**src/rtl/rnsrc_pkg.sv**
```systemverilog
package rnsrc_pkg;

   // Output stage variant of the converter
   typedef enum logic {
      RNS_OUT_COMB = 1'b0,
      RNS_OUT_REG  = 1'b1
   } rns_out_mode_e;

endpackage

```
**src/rtl/rnsrc_opprep.sv**
```systemverilog
// Builds the four modulo (2^2N - 1) operands of the upper word by wiring only.
module rnsrc_opprep #(
   parameter int unsigned N = 4
) (
   input  logic [N-1:0]   x1_i,
   input  logic [N-1:0]   x2_i,
   input  logic [N:0]     x3_i,
   output logic [2*N-1:0] op_a_o,
   output logic [2*N-1:0] op_b_o,
   output logic [2*N-1:0] op_c_o,
   output logic [2*N-1:0] op_d_o
);
   localparam int unsigned W = 2 * N;

   logic [W-1:0] x1_dup;
   logic [W-1:0] x3_ext;

   // (2^N + 1) * x1 is x1 duplicated; halving modulo 2^W - 1 is a rotate right
   assign x1_dup = {x1_i, x1_i};
   assign op_a_o = {x1_dup[0], x1_dup[W-1:1]};

   // -2^N * x2 : complemented residue above a field of ones
   assign op_b_o = {~x2_i, {N{1'b1}}};

   // x3 * 2^(N-1) : fits without wrap, including x3 = 2^N
   assign op_c_o = {x3_i, {(N-1){1'b0}}};

   // -x3 / 2 : rotate right by one, then one's complement
   assign x3_ext = {{(N-1){1'b0}}, x3_i};
   assign op_d_o = ~{x3_ext[0], x3_ext[W-1:1]};

endmodule

```
**src/rtl/rnsrc_csa_eac.sv**
```systemverilog
// One carry-save row whose top carry wraps around to bit 0 (modulo 2^W - 1).
module rnsrc_csa_eac #(
   parameter int unsigned W = 8
) (
   input  logic [W-1:0] a_i,
   input  logic [W-1:0] b_i,
   input  logic [W-1:0] c_i,
   output logic [W-1:0] sum_o,
   output logic [W-1:0] cy_o
);
   logic [W-1:0] maj;

   for (genvar i = 0; i < W; i++) begin : g_bit
      assign sum_o[i] = a_i[i] ^ b_i[i] ^ c_i[i];
      assign maj[i]   = (a_i[i] & b_i[i]) | (a_i[i] & c_i[i]) | (b_i[i] & c_i[i]);
   end

   assign cy_o = {maj[W-2:0], maj[W-1]};

endmodule

```
**src/rtl/rnsrc_eac_cpa.sv**
```systemverilog
// Final modulo (2^W - 1) addition: two parallel adders and a select.
module rnsrc_eac_cpa #(
   parameter int unsigned W = 8
) (
   input  logic [W-1:0] a_i,
   input  logic [W-1:0] b_i,
   output logic [W-1:0] y_o
);
   logic [W:0] sum_plain;
   logic [W:0] sum_inc;

   assign sum_plain = {1'b0, a_i} + {1'b0, b_i};
   assign sum_inc   = {1'b0, a_i} + {1'b0, b_i} + {{W{1'b0}}, 1'b1};

   // a+b >= 2^W - 1 exactly when a+b+1 carries out; this also maps all-ones to 0
   assign y_o = sum_inc[W] ? sum_inc[W-1:0] : sum_plain[W-1:0];

endmodule

```
**src/rtl/rnsrc_conv.sv**
```systemverilog
module rnsrc_conv
   import rnsrc_pkg::*;
#(
   parameter int unsigned   N        = 4,
   parameter rns_out_mode_e OUT_MODE = RNS_OUT_REG
) (
   input  logic           clk,
   input  logic           rst_n,
   input  logic [N-1:0]   x1_i,
   input  logic [N-1:0]   x2_i,
   input  logic [N:0]     x3_i,
   output logic [3*N-1:0] x_o
);
   localparam int unsigned W  = 2 * N;
   localparam int unsigned XW = 3 * N;

   if (N < 2) begin : g_bad_n
      $error("rnsrc_conv: N must be at least 2");
   end

   logic [W-1:0]  op_a, op_b, op_c, op_d;
   logic [W-1:0]  s1, c1, s2, c2;
   logic [W-1:0]  upper;
   logic [XW-1:0] x_comb;

   rnsrc_opprep #(.N(N)) opprep_i (
      .x1_i   (x1_i),
      .x2_i   (x2_i),
      .x3_i   (x3_i),
      .op_a_o (op_a),
      .op_b_o (op_b),
      .op_c_o (op_c),
      .op_d_o (op_d)
   );

   rnsrc_csa_eac #(.W(W)) csa1_i (
      .a_i   (op_a),
      .b_i   (op_b),
      .c_i   (op_c),
      .sum_o (s1),
      .cy_o  (c1)
   );

   rnsrc_csa_eac #(.W(W)) csa2_i (
      .a_i   (s1),
      .b_i   (c1),
      .c_i   (op_d),
      .sum_o (s2),
      .cy_o  (c2)
   );

   rnsrc_eac_cpa #(.W(W)) cpa_i (
      .a_i (s2),
      .b_i (c2),
      .y_o (upper)
   );

   assign x_comb = {upper, x2_i};

   if (OUT_MODE == RNS_OUT_REG) begin : g_out_reg
      always_ff @(posedge clk or negedge rst_n) begin
         if (!rst_n) x_o <= '0;
         else        x_o <= x_comb;
      end
   end else begin : g_out_comb
      logic unused_clk_rst;
      assign unused_clk_rst = clk ^ rst_n;
      assign x_o = x_comb;
   end

endmodule

```
**config.mk**
```make
export PLATFORM = sky130hd
export DESIGN_NAME = rnsrc_conv
export DESIGN_NICKNAME = d
export VERILOG_FILES = /design/src/rtl/rnsrc_pkg.sv /design/src/rtl/rnsrc_opprep.sv /design/src/rtl/rnsrc_csa_eac.sv /design/src/rtl/rnsrc_eac_cpa.sv /design/src/rtl/rnsrc_conv.sv
export SDC_FILE = /design/constraint.sdc
export NUM_CORES = 1
export LEC_CHECK = 0
export ABC_CLOCK_PERIOD_IN_PS = 800
export BUFFER_PORTS_ARGS = -buffer_cell sky130_fd_sc_hd__buf_2
export CAP_MARGIN = 20
export CORE_ASPECT_RATIO = 0.7
export CORE_MARGIN = 4
export CORE_UTILIZATION = 50
export DETAILED_ROUTE_END_ITERATION = 7
export PLACE_DENSITY = 0.73
export SLEW_MARGIN = 10
export SYNTH_ARGS = -nofsm -noshare
export SYNTH_HDL_FRONTEND = slang
export SYNTH_HIERARCHICAL = 1
export SYNTH_SLANG_ARGS = --single-unit
```
**constraint.sdc**
```tcl
create_clock -name clk -period 0.8 [get_ports clk]
set_input_delay 0.12 -clock clk [delete_from_list [all_inputs] [get_ports clk]]
set_output_delay 0.12 -clock clk [all_outputs]
set_load 0.01 [all_outputs]
```
Yosys cells after proc, flatten, opt, wreduce, memory -nomap -nowiden
Cells that the tools add are included.

storage, ports and cells
  register bits after elaboration = 12
  bits of input ports = 15
  output and inout port bits = 12
  logic and storage cells = 98

cells by class
  add/subtract/negate cells = 2
  mux-type cells = 1
  bitwise logic cells = 94

operator list
  operator                                      count
  AND 1 bit                                     37
  OR 1 bit                                      26
  bitwise XOR 1 bit                             25
  adder 8 x 8 -> 9 bit                          1
  adder 9 x 1 -> 9 bit (second input constant)  1
  2-to-1 mux 8 bit                              1
  inverter 8 bit                                1
  inverter 1 bit                                4
  inverter 4 bit                                1

Longest topological paths before layout
  word-level depth = 10
  depth in mapped cells = 12

Modules after synthesis
The synthesis kept the hierarchy.

modules (own cells, without submodules)
  module         times used  cells each  area an instance (µm²)  seq. area each (µm²)
  rnsrc_eac_cpa  1           71          608.1                   0.0
  rnsrc_csa_eac  2           8           160.2                   0.0
  rnsrc_conv     1           12          300.3                   300.3
  rnsrc_opprep   1           34          214.0                   0.0

Least setup slack after synthesis
OpenSTA, ideal clock, no wires.

  path type = in2reg
  start = in x1_i[1]
  end = reg x_o[5]
  arrival = 3.476 ns
  required time = 0.675 ns
  setup slack = -2.801 ns
  stages = 12
  cells stage by stage = buf_4 -> fa_1 -> fa_1 -> ha_1 -> fa_1 -> a21o_1 -> a221oi_2 -> xnor2_2 -> o311ai_4 -> or3_4 -> nand2_4 -> mux2_4

on the way
  elaborated cells between the ends (all ways) = 34

RTL lines
  element                              line                 RTL
  from (decl)                          rnsrc_conv.sv:9      input logic [N-1:0] x1_i,
  inverter 1 bit (no line) (*)         -
  named net s1[0]                      rnsrc_conv.sv:22     logic [W-1:0] s1, c1, s2, c2;
  bitwise XOR 1 bit (*) (2 in series)  rnsrc_csa_eac.sv:14  assign sum_o[i] = a_i[i] ^ b_i[i] ^ c_i[i];
  named net s2[0]                      rnsrc_conv.sv:22
  adder 8 x 8 -> 9 bit (*)             rnsrc_eac_cpa.sv:13  assign sum_inc = {1'b0, a_i} + {1'b0, b_i} + {{W{1'b0}}, 1'b1};
  adder 9 x 1 -> 9 bit                 rnsrc_eac_cpa.sv:13
  2-to-1 mux 8 bit (*)                 rnsrc_eac_cpa.sv:16  assign y_o = sum_inc[W] ? sum_inc[W-1:0] : sum_plain[W-1:0];
  named net upper[1]                   rnsrc_conv.sv:23     logic [W-1:0] upper;
  to (signal assigned)                 rnsrc_conv.sv:63     else x_o <= x_comb;
  to (decl)                            rnsrc_conv.sv:12     output logic [3*N-1:0] x_o

The timed path passes the listed nets; every way through them passes the cells marked *.

Worst setup path after layout
Same ends and word-level chain as after synthesis.

==> run_results.csv <==
group,metric,value,unit
sta,rsz0062_at_grt,"true",
drt,wl_per_cell,20.7,microns
finish,stdcell_count,227,
clock_tree,clk_pin_slew,0.05,ns
grt,antenna_found_initial,0,
pwr,vdd_drop_max,1.82,mV
yosys,yosys_warnings,6,
grt,grt_pass1_vias,1300,
sta,setup_violations,20,
setup_path,path_max_fanout,2,
floorplan,die_y,52.9,microns
drt,vias,1247,
placed_design,place_congestion,0.870,
finish,diodes,0,
pwr,power,8.03,mW
yosys,synth-edff-count,0,
drt,detail-route-antenna-nets,0,
yosys,ys_types,36,
yosys,ys_seq_area_share,20.8,%
sta,min_period_over_period,410,%
finish,design_area,2110,sq um
grt,grt_usage,21.6,%
sta,fmax,0.305,GHz
sta,hold_violations,0,
finish,final_util,80.8,%
clock_tree,htreeDepth,1,
setup_path,start_kind,"input port",
floorplan,ios,27,
yosys,post-synth-top-area-fraction,23.6,%
finish,largest_reg_flops,12,
placed_design,hpwl,2800,microns
clock_tree,cts_tree,"done",
drt,viasPerCell,5.49,
drt,routed_wl,4700,microns
sta,holdWs,0.0126,ns
clock_tree,clockBufferDepth,2,
finish,area_delta_synth_final,46.1,%
setup_path,critPathArrivalTime,3.40,ns
grt,grt_pass1_wl,6110,microns
floorplan,start_util,55.3,%
min_path,hold_path_class,"in2reg",
clock_tree,cts.sinks,12,
finish,largest-register,"x_o",
finish,top_regs,"x_o x12",
grt,grt_max_degree,13,
yosys,mappedNetlistArea,1440,sq um
setup_path,startpoint,"x1_i[1]",
placed_design,placed_cell_area,1730,sq um
setup_path,critical_path_class,"in2reg",
floorplan,rows,15,
finish,nFillCells,128,
finish,final_nets,236,
status,violations,"setup timing",
placed_design,dp_cells,208,
sta,timing.final.ws_setup,-2.48,ns
yosys,async_reset_ff_share,100,%
sta,report.final.slew_viol_count,0,
drt,first_pass_iters,4,
placed_design,place_ws,-2.73,ns
min_path,holdPathEnd,"x_o[0]",
drt,route.detailed.drc,0,
min_path,min_path_cells,1,
finish,layout_commonest_cell,"buf_4",
grt,overflow,0,
sta,fin_tns_setup,-19.63,ns
clock_tree,root_buffer,"clkbuf_8",
yosys,synth.ff_latch_count,12,
status,status,"complete, but fails checks",
yosys,avgSynthCellArea,10.8,sq um
drt,drt_iter0_markers,86,
finish,drive_gt1_share,56.0,%
floorplan,design.die.area,3820,sq um
clock_tree,cts_buffers,3,
yosys,netlist_instances,133,
yosys,synth_area_leaders,"fa_1, dfrtp_1, buf_4",
floorplan,die_x,72.2,microns
sta,period_minus_slack,3.28,ns
flow_run,maxCapViolCount,0,
setup_path,end_kind,"flip-flop",
pwr,cellPowerDensity,3810,nW/um^2
yosys,yosysTopAreaCell,"fa_1",
setup_path,required,0.92,ns
pwr,leakage,0.989,nW
placed_design,numPortBuffers,26,
yosys,ys_dominant_reg_cell,"dfrtp_1",
min_path,min_from,"x2_i[0]",
finish,layout_common_cells,"buf_4, buf_2, fa_1, dfrtp_1, inv_1",
floorplan,core,2610,sq um
==> what timing repair did <==
item | CTS | global route
hold endpoints to repair | 13 | 1
pin swaps | 8 | 19
endpoints found under the setup margin | 20 | 20
resized for setup | 15 | 24
hold buffers | 2 | 1
buffers inserted | 5 | 9
==> power by group <==
| group | internal, mW | switching (mW) | total, mW | leakage (nW) |
|---|---|---|---|---|
| registers | 0.845 | 0.0826 | 0.928 | 0.139 |
| logic | 3.30 | 3.25 | 6.55 | 0.829 |
| clock network | 0.332 | 0.219 | 0.550 | 0.0216 |
==> layer usage <==
layer / wire (microns) / global-route usage [%]
met1: 2010 / 25.5
met5: 0 / 0
met2: 2220 / 37.6
met4: 167 / 12.2
met3: 300 / 3.80
==> logic make-up (layout without fill, tap and decap cells) <==
kind of cell	count (synthesis)	count (layout)	share of synthesized area, %
adders and majority gates	26	26	31.4
and+or+nand+nor	23	23	9.02
buffers and inverters	35	87	15.1
muxes	2	2	1.73
other	2	10	0.521
AOI/OAI and AO/OA	24	24	14.9
DFF	12	12	20.8
xor gates and xnor gates	9	9	6.51
==> cell usage after synthesis, types with 2 or more instances <==
library cell   n
o21ai_0        3
a21oi_1        6
buf_4         23
nand2_1        6
and3_1         3
fa_1          17
xnor2_1        6
ha_1           9
nor3_1         2
conb_1         2
nor2_1         4
o211ai_1       2
dfrtp_1       12
a21o_1         2
inv_1         11
o21ai_2        2
nand3_1        4
==> cell type report <==
cell class / count / area [sq um] / area share, %
clock buffers: 3 / 41.3 / 1.96
inverters: 12 / 45.0 / 2.14
multi-input cells: 94 / 1140 / 54.2
flip-flops and latches: 12 / 300 / 14.3
well taps: 34 / 42.5 / 2.02
repair buffers: 72 / 536 / 25.4
==> how the worst max path moves through the flow <==
stage / slack (ns) / endpoint / cells after the start
global placement: -2.63 / x_o[5] / 12
global route: -2.52 / x_o[5] / 12
detailed placement: -2.73 / x_o[5] / 13
finish: -2.48 / x_o[5] / 12
floorplan: -2.64 / x_o[5] / 12
CTS: -2.37 / x_o[5] / 12
==> critical path: stages <==
cell and delay, ns:
buf_8 0.10, fa_1 0.50, fa_1 0.47, ha_4 0.19, fa_2 0.36, a21o_1 0.21, a221oi_4 0.30, xnor2_2 0.19
o311ai_4 0.15, or3_4 0.42, nand2_4 0.08, mux2_4 0.30
Power figures use the tool's default switching activity.
